## src/rtl/fst_pkg.sv

```systemverilog
package fst_pkg;
    localparam int STAT_SYNC_BIT = 7;
    localparam int STAT_DEC_BIT  = 6;
    localparam int STAT_IDLE_BIT = 5;

    localparam int FLAG_SYNC = 0;
    localparam int FLAG_IDLE = 1;
    localparam int NUM_FLAGS = 2;

    localparam logic [1:0] ADDR_STATUS = 2'd0;
    localparam logic [1:0] ADDR_COLOUR = 2'd1;
    localparam logic [1:0] ADDR_FLAGS  = 2'd2;
endpackage

```

## src/rtl/fst_sync_timer.sv

```systemverilog
module fst_sync_timer #(
    parameter int LOST_BITS = 420
) (
    input  logic clk,
    input  logic rst,
    input  logic bit_stb,
    input  logic sync_det,
    output logic sync_o
);
    localparam int CNT_W = $clog2(LOST_BITS + 2);
    localparam logic [CNT_W-1:0] CNT_LAST = CNT_W'(LOST_BITS);
    localparam logic [CNT_W-1:0] CNT_SAT  = CNT_W'(LOST_BITS + 1);

    typedef struct packed {
        logic             sync;
        logic [CNT_W-1:0] cnt;
    } tmr_t;

    tmr_t st_d, st_q;

    always_comb begin
        st_d = st_q;
        if (sync_det) begin
            st_d.sync = 1'b1;
            st_d.cnt  = '0;
        end else if (bit_stb) begin
            if (st_q.cnt != CNT_SAT) begin
                st_d.cnt = st_q.cnt + 1'b1;
            end
            if (st_q.cnt == CNT_LAST) begin
                st_d.sync = 1'b0;
            end
        end
    end

    always_ff @(posedge clk) begin
        if (rst) begin
            st_q <= '0;
        end else begin
            st_q <= st_d;
        end
    end

    assign sync_o = st_q.sync;

    a_r1_sync_sets: assert property (@(posedge clk) disable iff (rst)
        sync_det |=> st_q.sync);

    a_r2_no_early_loss: assert property (@(posedge clk) disable iff (rst)
        $fell(st_q.sync) |-> ($past(bit_stb) && $past(st_q.cnt) == CNT_LAST));

    a_r2_cnt_bounded: assert property (@(posedge clk) disable iff (rst)
        st_q.cnt <= CNT_SAT);
endmodule

```

## src/rtl/fst_idle_vote.sv

```systemverilog
module fst_idle_vote #(
    parameter int GRP_BITS = 5
) (
    input  logic clk,
    input  logic rst,
    input  logic bi_vld,
    input  logic bi_bit,
    input  logic bi_last,
    output logic grp_done_o,
    output logic grp_vote_o,
    output logic last_vote_o,
    output logic have_grp_o
);
    localparam int MAJ = GRP_BITS / 2 + 1;

    typedef struct packed {
        logic [GRP_BITS-1:0] sr;
        logic                vote;
        logic                have;
    } vote_t;

    vote_t st_d, st_q;
    logic [GRP_BITS-1:0] sr_next;
    logic                vote_now;

    always_comb begin
        st_d     = st_q;
        sr_next  = {st_q.sr[GRP_BITS-2:0], bi_bit};
        vote_now = ($countones(sr_next) >= MAJ);
        if (bi_vld) begin
            st_d.sr = sr_next;
            if (bi_last) begin
                st_d.vote = vote_now;
                st_d.have = 1'b1;
            end
        end
    end

    always_ff @(posedge clk) begin
        if (rst) begin
            st_q <= '0;
        end else begin
            st_q <= st_d;
        end
    end

    assign grp_done_o  = bi_vld && bi_last;
    assign grp_vote_o  = vote_now;
    assign last_vote_o = st_q.vote;
    assign have_grp_o  = st_q.have;

    a_r6_have_sticky: assert property (@(posedge clk) disable iff (rst)
        st_q.have |=> st_q.have);

    a_r3_vote_held: assert property (@(posedge clk) disable iff (rst)
        !(bi_vld && bi_last) |=> $stable(st_q.vote));
endmodule

```

## src/rtl/fst_irq_flags.sv

```systemverilog
module fst_irq_flags #(
    parameter int N = 2
) (
    input  logic         clk,
    input  logic         rst,
    input  logic [N-1:0] set_i,
    input  logic         clr_i,
    output logic [N-1:0] flags_o
);
    typedef struct packed {
        logic [N-1:0] flg;
    } flg_t;

    flg_t st_d, st_q;

    always_comb begin
        st_d = st_q;
        for (int i = 0; i < N; i++) begin
            if (set_i[i]) begin
                st_d.flg[i] = 1'b1;
            end else if (clr_i) begin
                st_d.flg[i] = 1'b0;
            end
        end
    end

    always_ff @(posedge clk) begin
        if (rst) begin
            st_q <= '0;
        end else begin
            st_q <= st_d;
        end
    end

    assign flags_o = st_q.flg;

    for (genvar g = 0; g < N; g++) begin : g_chk
        a_r11_set_wins: assert property (@(posedge clk) disable iff (rst)
            set_i[g] |=> st_q.flg[g]);
        a_r9_clear: assert property (@(posedge clk) disable iff (rst)
            (clr_i && !set_i[g]) |=> !st_q.flg[g]);
        a_r9_sticky: assert property (@(posedge clk) disable iff (rst)
            (st_q.flg[g] && !clr_i) |=> st_q.flg[g]);
    end
endmodule

```

## src/rtl/fwd_sync_tracker.sv

```systemverilog
module fwd_sync_tracker #(
    parameter int LOST_BITS = 420,
    parameter int GRP_BITS  = 5,
    parameter int CC_W      = 8
) (
    input  logic            clk,
    input  logic            rst,
    input  logic            bit_stb,
    input  logic            sync_det,
    input  logic [CC_W-1:0] cc_in,
    input  logic            bi_vld,
    input  logic            bi_bit,
    input  logic            bi_last,
    input  logic            dec_vld,
    input  logic            dec_fail,
    input  logic            rd_en,
    input  logic [1:0]      rd_addr,
    output logic [7:0]      rd_data,
    output logic            irq
);
    import fst_pkg::*;

    typedef struct packed {
        logic [CC_W-1:0] cc;
        logic            dec;
        logic            idle;
    } top_t;

    top_t st_d, st_q;

    logic sync_q;
    logic grp_done, grp_vote, last_vote, have_grp;
    logic pub_grp, pub_acq;
    logic [NUM_FLAGS-1:0] flag_set, flags_q;
    logic flag_clr;
    logic [7:0] status;

    fst_sync_timer #(.LOST_BITS(LOST_BITS)) u_timer (
        .clk      (clk),
        .rst      (rst),
        .bit_stb  (bit_stb),
        .sync_det (sync_det),
        .sync_o   (sync_q)
    );

    fst_idle_vote #(.GRP_BITS(GRP_BITS)) u_vote (
        .clk         (clk),
        .rst         (rst),
        .bi_vld      (bi_vld),
        .bi_bit      (bi_bit),
        .bi_last     (bi_last),
        .grp_done_o  (grp_done),
        .grp_vote_o  (grp_vote),
        .last_vote_o (last_vote),
        .have_grp_o  (have_grp)
    );

    always_comb begin
        st_d    = st_q;
        pub_grp = grp_done && (sync_q || sync_det);
        pub_acq = sync_det && !sync_q && have_grp && !grp_done;
        if (sync_det) begin
            st_d.cc = cc_in;
        end
        if (dec_vld && sync_q) begin
            st_d.dec = dec_fail;
        end
        if (pub_grp) begin
            st_d.idle = grp_vote;
        end else if (pub_acq) begin
            st_d.idle = last_vote;
        end
        flag_set            = '0;
        flag_set[FLAG_SYNC] = sync_det;
        flag_set[FLAG_IDLE] = pub_grp || pub_acq;
        flag_clr            = rd_en && (rd_addr == ADDR_FLAGS);
    end

    always_ff @(posedge clk) begin
        if (rst) begin
            st_q <= '0;
        end else begin
            st_q <= st_d;
        end
    end

    fst_irq_flags #(.N(NUM_FLAGS)) u_flags (
        .clk     (clk),
        .rst     (rst),
        .set_i   (flag_set),
        .clr_i   (flag_clr),
        .flags_o (flags_q)
    );

    always_comb begin
        status                = '0;
        status[STAT_SYNC_BIT] = sync_q;
        status[STAT_DEC_BIT]  = st_q.dec;
        status[STAT_IDLE_BIT] = st_q.idle;
        case (rd_addr)
            ADDR_STATUS: rd_data = status;
            ADDR_COLOUR: rd_data = 8'(st_q.cc);
            ADDR_FLAGS:  rd_data = 8'(flags_q);
            default:     rd_data = 8'h00;
        endcase
    end

    assign irq = |flags_q;

    a_r4_dec_hold: assert property (@(posedge clk) disable iff (rst)
        !sync_q |=> $stable(st_q.dec));

    a_r4_idle_hold: assert property (@(posedge clk) disable iff (rst)
        (!sync_q && !sync_det) |=> $stable(st_q.idle));

    a_r8_cc_hold: assert property (@(posedge clk) disable iff (rst)
        !sync_det |=> $stable(st_q.cc));

    a_r8_syncf_with_cc: assert property (@(posedge clk) disable iff (rst)
        sync_det |=> flags_q[FLAG_SYNC]);

    a_r5_idle_change_flagged: assert property (@(posedge clk) disable iff (rst)
        (st_q.idle != $past(st_q.idle)) |-> flags_q[FLAG_IDLE]);
endmodule

```

## config.mk

```make
export PLATFORM = sky130hd
export DESIGN_NAME = fwd_sync_tracker
export DESIGN_NICKNAME = d
export VERILOG_FILES = /design/src/rtl/fst_pkg.sv /design/src/rtl/fst_sync_timer.sv /design/src/rtl/fst_idle_vote.sv /design/src/rtl/fst_irq_flags.sv /design/src/rtl/fwd_sync_tracker.sv
export SDC_FILE = /design/constraint.sdc
export NUM_CORES = 1
export LEC_CHECK = 0
export BUFFER_PORTS_ARGS = -buffer_cell sky130_fd_sc_hd__buf_2
export CELL_PAD_IN_SITES_DETAIL_PLACEMENT = 0
export CELL_PAD_IN_SITES_GLOBAL_PLACEMENT = 1
export CORE_MARGIN = 2
export CORE_UTILIZATION = 35
export CTS_CLUSTER_DIAMETER = 120
export DETAILED_ROUTE_END_ITERATION = 10
export PLACE_DENSITY = 0.77
export SLEW_MARGIN = 30
export SYNTH_ARGS = -nofsm -noshare
export SYNTH_HDL_FRONTEND = slang
export SYNTH_SLANG_ARGS = --single-unit
```

## constraint.sdc

```tcl
create_clock -name clk -period 2.23 [get_ports clk]
set_input_delay 0.1115 -clock clk [delete_from_list [all_inputs] [get_ports clk]]
set_output_delay 0.1115 -clock clk [all_outputs]
set_load 0.05 [all_outputs]
```

==> results of run 1 <==
registers in the layout (all words and copies together), names as in the netlist:
name and cells:
st_q 10, u_flags.flags_o 2, u_timer.st_q 9, u_timer.sync_o 1
u_vote.have_grp_o 1, u_vote.last_vote_o 1, u_vote.sr_next 4
layout make-up:
cell class                 instances  area [µm²]  area share
tap                               48        60.1      0.0374
clock buffer                       4        55.1      0.0343
multi-input combinational        107         752       0.468
inverter                          10        37.5      0.0234
sequential                        28         561       0.349
timing repair buffer              28         140      0.0873
power groups by stage:
stage	registers [mW]	clock network (mW)	logic [mW]
global placement	0.544	0	0.131
detailed placement	0.544	0	0.135
floorplan	0.541	0	0.0959
CTS	0.533	0.323	0.136
global route	0.536	0.348	0.149
finish	0.533	0.314	0.134
worst paths after layout:
| path | startpoint | to | slack, ns |
|---|---|---|---|
| hold reg to reg | st_q[1] | st_q[1] | 0.47 |
| setup reg to reg | u_vote.sr_next[2] | st_q[0] | 0.17 |
| setup / recovery | u_vote.sr_next[2] | st_q[0] | 0.17 |
| hold / removal | cc_in[4] | st_q[6] | 0.07 |
routing by layer:
| metal | GRT usage | routed length, µm | up-vias |
|---|---|---|---|
| li1 | - | - | 568 |
| met1 | 0.166 | 1250 | 543 |
| met2 | 0.265 | 1420 | 13 |
| met3 | 0.0220 | 86 | 4 |
| met4 | 0.0638 | 39 | 0 |
| met5 | 0 | 0 | - |
synthesized netlist by cell type (2+ instances only):
cell type / instances / share of area
a31oi_1: 2 / 0.0091
a22o_1: 2 / 0.013
a21oi_1: 8 / 0.029
fa_1: 2 / 0.029
ha_1: 5 / 0.046
mux2i_1: 18 / 0.13
nand2_1: 13 / 0.036
o31ai_1: 2 / 0.011
or3_2: 2 / 0.011
nor2_1: 19 / 0.052
clkbuf_1: 5 / 0.014
nor2b_1: 5 / 0.023
o21a_1: 2 / 0.011
or2_2: 2 / 0.0091
or4_1: 2 / 0.011
and2_1: 4 / 0.018
o21ai_0: 3 / 0.011
nand3_1: 2 / 0.0073
dfxtp_1: 28 / 0.41
inv_1: 10 / 0.027
cell families (layout without fill, tap and decap cells):
family                   count (synthesis)  count (layout)  synth area share
AND/OR/NAND/NOR                         56              56             0.215
flip-flops                              28              28             0.408
AO/OA/AOI/OAI                           25              25             0.120
multiplexers                            18              18             0.131
buffers and inverters                   16              42            0.0446
adder cells (fa/ha/maj)                  7               7            0.0747
XOR/XNOR                                 1               1           0.00638
critical path: stages, from the launching register on:
cell,delay (ns)
dfxtp_1,0.33
ha_1,0.28
inv_1,0.05
fa_1,0.43
fa_1,0.46
o2111ai_1,0.18
o21ai_0,0.14
o2bb2ai_1,0.13
metrics by stage:
step | util | area (µm²) | hold slack [ns]
6_report | 0.432 | 1610 | 0.0717
3_3_place_gp | 0.417 | 1550 | 0.349
2_1_floorplan | - | 1370 | 0.258
5_1_grt | 0.432 | 1610 | 0.0755
3_5_place_dp | 0.417 | 1550 | 0.360
4_1_cts | 0.432 | 1610 | 0.0713
==> results.yml, run 1 <==
outcome:
  status: "completed"
synthesis:
  ys_seq_area_frac: 0.408
  syn-cell-area_um2: 1370
  yosysUniqueCellTypes: 35
  synth_enable_flop_cells: 0
  netlist_instances: 151
  ys_ff_latch: 28
  yosysWarnings: 0
  synthFlopType: "dfxtp_1"
  synthesis.nets: 178
  syn_avg_cell_area_um2: 9.10
  async_flop_share: 0
timing:
  setup_viol: 0
  rsz0062_at_grt: "no"
  layout_setup_ws_ns: 0.170
  setup_tns_ns: 0
  max_freq_mhz: 485
  slew_viol_final: 0
  clock_skew_ns: 0.00170
  period_share: 0.924
  slew_headroom: 0.742
  min_period_ns: 2.06
  worstMarginPinSlew_ns: 0.387
  finalHoldViolations: 0
worst_setup_path:
  required_ns: 2.44
  worstSetupStartpointType: "flop"
  critPathKind: "flop to flop"
  worst_r2r_path_depth: 7
  arrival_ns: 2.27
  end_kind: "flop"
  critPathMaxFanout: 3
power_and_ir_drop:
  pwr-share-comb: 0.137
  p_clk_frac: 0.320
  p_sw_mw: 0.252
  power_density_nw_per_um2: 611
  swShare: 0.257
  power_mw: 0.981
  intPower_mw: 0.729
  peakVddDrop_v: 0.000351
  leakagePower_nw: 0.698
  sequentialPowerShare: 0.543
cts:
  cts-root-buf: "clkbuf_8"
  cts_buffer_depth: 2
  cts_setup_buffers: 0
  ctsHoldBuffers: 0
  clock-sinks: 28
  clk_pin_slew_ns: 0.09
  cts_tree: "yes"
  post_cts_resized: 0
  cts_buffers: 3
  clock_latency_ns: 0.27
  h-tree-depth: 1
routing:
  viasPerCell: 5.01
  first_pass_iters: 4
  wl_per_cell_um: 12.4
  dr_total_vias: 1128
  drtIter0Drc: 42
  drt_wl_total_mm: 2.80
  ant_nets: 0
  drc: 0
finish:
  syn_to_final_growth_pct: 16.8
  nets: 205
  drive_gt1_frac: 0.220
  n_fill_cell: 376
  layout_common_cells: "28 x buf_2, 28 x dfxtp_1, 19 x nor2_1"
  antenna_cells: 0
  fin_cells: 225
global_route:
  grt_pass1_vias: 1147
  grt_max_degree: 22
  grt_first_pass_wirelength_mm: 5.00
  grt_overflow: 0
  grt_usage: 0.145
  antenna_found_initial: 0
placement:
  dp_cells: 221
  gp_routability_congestion: 0.810
  io_buffers: 28
  pre_cts_ws_ns: 0.197
  place_hpwl_mm: 2.14
floorplan:
  ioPinCount: 29
  core-area_um2: 3720
  die-height_um: 66.7
  die_x_um: 66.7
  rows: 22
  start_util: 0.370
  die_area_um2: 4440
flow_run:
  cap_violations: 0
worst_hold_path:
  hold_path_class: "input pin to flop"
  worstHoldPathCells: 3
(Power assumes the default switching activity.)
==> run 2: changes to the inputs <==
- CTS_BUF_LIST: not set -> sky130_fd_sc_hd__clkbuf_16
- clock period: 2.23 -> 2.15 ns (I/O delays scaled with it)
==> run 2 against run 1 <==
Compared with the run above: sequential cell count stayed put; die area stayed put; combinational power is 3% higher; count of clock-buffer cells in the layout is 1 lower; non-clock buffer count stayed put; critical path depth stayed put; critical endpoint unchanged; largest cell class unchanged; highest routed layer unchanged.
==> results.yml, run 2 (synthesized netlist as in run 1, its figures left out) <==
outcome:
  status: "completed"
worst_setup_path:
  cp_common_cell: "fa_1"
  required_ns: 2.35
  cp_slowest_cell: "fa_1"
  worstSetupStartpointType: "flop"
  crit_path_start: "u_vote.sr_next[2]"
  arrival_ns: 2.22
  r2r-start: "u_vote.sr_next[2]"
  end_kind: "flop"
  crit_chain: "ha_1, inv_1, fa_1, fa_1, o2111ai_1, o21ai_1, o2bb2ai_1"
  critPathMaxStageDelay_ns: 0.46
  critPathMaxFanout: 3
  critPathKind: "flop to flop"
timing:
  min_period_ns: 2.02
  clock_skew_ns: 0.00423
  max_freq_mhz: 495
  rsz0062_at_grt: "no"
  worstMarginPinSlew_ns: 0.378
  setup_tns_ns: 0
  finalHoldViolations: 0
  slew_viol_final: 0
  period_share: 0.939
  setup_viol: 0
  layout_setup_ws_ns: 0.131
  slew_headroom: 0.748
routing:
  routed-wl-met3_um: 71
  drc: 0
  top_layer_used: "met4"
  dr_total_vias: 1098
  wl_met1_mm: 1.31
  viasPerCell: 4.88
  ant_nets: 0
  first_pass_iters: 4
  drt_wl_total_mm: 2.74
  wl_met2_mm: 1.32
  drtIter0Drc: 43
  wl_per_cell_um: 12.2
worst_hold_path:
  hold_path_class: "input pin to flop"
  holdCritStartpoint: "cc_in[4]"
floorplan:
  die_area_um2: 4440
  core-area_um2: 3720
  die-height_um: 66.7
  ioPinCount: 29
  die_x_um: 66.7
  rows: 22
  start_util: 0.370
cts:
  cts_buffers: 3
  cts-root-buf: "clkbuf_16"
  cts_tree: "yes"
  cts_setup_buffers: 0
  clock-sinks: 28
  clk_pin_slew_ns: 0.07
  clock_latency_ns: 0.26
  cts_buffer_depth: 2
  ctsHoldBuffers: 0
  h-tree-depth: 1
placement:
  gp_routability_congestion: 0.811
  place_hpwl_mm: 2.09
  io_buffers: 28
  placed_cell_area_um2: 1550
  pre_cts_ws_ns: 0.117
power_and_ir_drop:
  power_density_nw_per_um2: 748
  leakagePower_nw: 0.721
  peakVddDrop_v: 0.000465
finish:
  seqCellArea_um2: 561
  layout_common_cells: "28 x buf_2, 28 x dfxtp_1, 19 x nor2_1"
  n_fill_cell: 382
  nets: 205
  largest_reg_flops: 10
  multi_input_area_um2: 752
  antenna_cells: 0
  drive_gt1_frac: 0.220
  regMostFlops: "st_q"
  syn_to_final_growth_pct: 20.5
  postLayoutCellArea_um2: 1660
global_route:
  grt_pass1_vias: 1081
  antenna_found_initial: 0
  grt_max_degree: 22
  grt_overflow: 0
  grt_first_pass_wirelength_mm: 4.67
  grt_usage: 0.136
flow_run:
  cap_violations: 0
-- run 2: cell count changes in the layout (fill, tap and decap cells not counted), sizes merged --
cell and change:
bufinv +1, clkbuf -1
-- run 2: final timing paths --
path                             to  slack, ns  depth (start not counted)
hold reg to reg   u_vote.have_grp_o       0.47                          1
setup reg to reg            st_q[0]       0.13                          7
setup / recovery            st_q[0]       0.13                          7
hold / removal              st_q[6]       0.08                          3
-- run 2: metrics by stage --
stage                     power, mW  std cells  hold slack (ns)  utilization
final                          1.24        225           0.0827        0.445
after global placement        0.699        221            0.345        0.417
after CTS                      1.25        225           0.0839        0.445
after floorplan               0.660        151            0.254            -
after global routing           1.29        225           0.0798        0.445
after detailed placement      0.704        221            0.356        0.417
-- run 2: repair_timing --
item | 4_1_cts | 5_1_grt
hold endpoints to repair | 0 | 0
gates resized for setup | 0 | 1
setup endpoints to repair | 0 | 1
-- run 2: cell type report --
cell class | count | share of cell area
sequential | 28 | 0.339
inverter | 10 | 0.0227
tap | 48 | 0.0363
timing repair buffer | 28 | 0.0847
multi-input combinational | 107 | 0.454
clock inverter | 1 | 0.0181
clock buffer | 3 | 0.0454
-- run 2: layer usage --
layer,global-route usage,vias up
li1,-,572
met3,0.0220,4
met4,0.0561,0
met2,0.236,13
met5,0,-
met1,0.166,509
-- run 2: power breakdown --
group / internal (mW) / switching (mW)
clock network: 0.371 / 0.178
registers: 0.539 / 0.0130
logic: 0.0535 / 0.0843
-- run 2: critical path, delay by kind of cell (launching register included) --
family / cells / cell delay [ns]
fa+ha+maj: 3 / 1.17
flops: 1 / 0.32
compound gates: 3 / 0.42
buf+inv: 1 / 0.05
==> run 3: changes to the inputs <==
- CELL_PAD_IN_SITES_DETAIL_PLACEMENT: 0 -> not set
- CELL_PAD_IN_SITES_GLOBAL_PLACEMENT: 1 -> not set
- PLACE_DENSITY: 0.77 -> 0.62
==> run 3 against run 2 <==
Compared with the run above: cell area decreased by 1.6%; non-clock buffer count did not move; critical path depth unchanged; via count rose by 3.1%; sequential power barely moved; first-iteration DRC count fell by 35%; sequential cell count is the same; fmax grew 0.45%; wire length shrank 2.7%.
==> results.yml, run 3 (synthesized netlist as in run 1, its figures left out) <==
outcome:
  status: "completed"
floorplan:
  start_util: 0.370
  ioPinCount: 29
  core-area_um2: 3720
  die-height_um: 66.7
  die_x_um: 66.7
  die_area_um2: 4440
  rows: 22
timing:
  setup_viol: 0
  setup_tns_ns: 0
  layout_setup_ws_ns: 0.140
  slew_headroom: 0.751
  slew_viol_final: 0
  rsz0062_at_grt: "no"
  clock_skew_ns: 0.00208
  min_period_ns: 2.01
  hold_slack_ns: 0.0814
  worstMarginPinSlew_ns: 0.374
  period_share: 0.935
  finalHoldViolations: 0
  max_freq_mhz: 498
routing:
  drc: 0
  drt_wl_total_mm: 2.67
  wl_per_cell_um: 11.9
  dr_total_vias: 1132
  ant_nets: 0
  first_pass_iters: 4
  viasPerCell: 5.03
  drtIter0Drc: 28
flow_run:
  cap_violations: 0
global_route:
  grt_usage: 0.140
  grt_pass1_vias: 1129
  grt_overflow: 0
  grt_first_pass_wirelength_mm: 4.73
  antenna_found_initial: 0
  grt_max_degree: 22
cts:
  clk_pin_slew_ns: 0.07
  clock-sinks: 28
  cts_buffer_depth: 2
  clock_latency_ns: 0.26
  cts_tree: "yes"
  cts_buffers: 3
  cts-root-buf: "clkbuf_16"
  ctsHoldBuffers: 0
  h-tree-depth: 1
finish:
  drive_gt1_frac: 0.215
  syn_to_final_growth_pct: 18.6
  layout_common_cells: "28 x buf_2, 28 x dfxtp_1, 19 x nor2_1"
  regMostFlops: "st_q"
  n_fill_cell: 376
  nets: 205
  antenna_cells: 0
  largest_reg_flops: 10
  final_util: 0.438
  fin_cells: 225
  postLayoutCellArea_um2: 1630
placement:
  io_buffers: 28
  dp_cells: 221
  gp_routability_congestion: 0.783
  pre_cts_ws_ns: 0.124
  placed_cell_area_um2: 1550
  place_hpwl_mm: 2.07
worst_setup_path:
  cp_slowest_cell: "fa_1"
  cp_common_cell: "fa_1"
  crit_chain: "ha_1, inv_1, fa_1, fa_1, o2111ai_1, o21ai_1, o2bb2ai_1"
  end_kind: "flop"
  critPathKind: "flop to flop"
  arrival_ns: 2.20
  required_ns: 2.34
  path_delay_family: "adder cells"
  critPathMaxFanout: 3
  cp_num_buf_inv: 1
  critPathMaxStageDelay_ns: 0.44
  worstSetupStartpointType: "flop"
power_and_ir_drop:
  power_density_nw_per_um2: 679
  peakVddDrop_v: 0.000353
  leakagePower_nw: 0.708
  power_mw: 1.11
worst_hold_path:
  hold_path_class: "input pin to flop"
run 3: what timing repair did:
item,in CTS,in global routing
resized for setup,0,1
setup endpoints to repair,0,1
buffers inserted,0,0
run 3: path summary, 6_finish.rpt:
path / startpoint / end / slack (ns) / cells after the start
worst min register to register: st_q[1] / st_q[1] / 0.46 / 2
worst max register to register: u_vote.sr_next[2] / st_q[0] / 0.14 / 7
worst min-delay path: cc_in[0] / st_q[2] / 0.08 / 3
worst max-delay path: u_vote.sr_next[2] / st_q[0] / 0.14 / 7
run 3: layout make-up:
type / count / area [µm²] / area share
clock buffers: 3 / 75.1 / 0.0461
clock inverters: 1 / 3.75 / 0.00230
inverters: 10 / 37.5 / 0.0230
multi-input cells: 107 / 752 / 0.462
flip-flops and latches: 28 / 561 / 0.344
well taps: 48 / 60.1 / 0.0369
repair buffers: 28 / 140 / 0.0860
run 3: worst min-delay path, delay by kind of cell:
kind	cells	cell delay [ns]
buffers and inverters	1	0.07
and+or+nand+nor	1	0.07
muxes	1	0.05
run 3: power breakdown:
group          leakage [nW]  switching (mW)  total (mW)  internal [mW]
clock network        0.0385           0.166       0.415          0.249
registers             0.229          0.0136       0.553          0.539
logic                 0.440          0.0850       0.138         0.0534
run 3: layer usage:
metal,vias up,wire length [µm],global-route usage
met1,536,1190,0.160
met3,4,98,0.0321
li1,574,-,-
met5,-,0,0
met4,0,53,0.0842
met2,18,1330,0.236
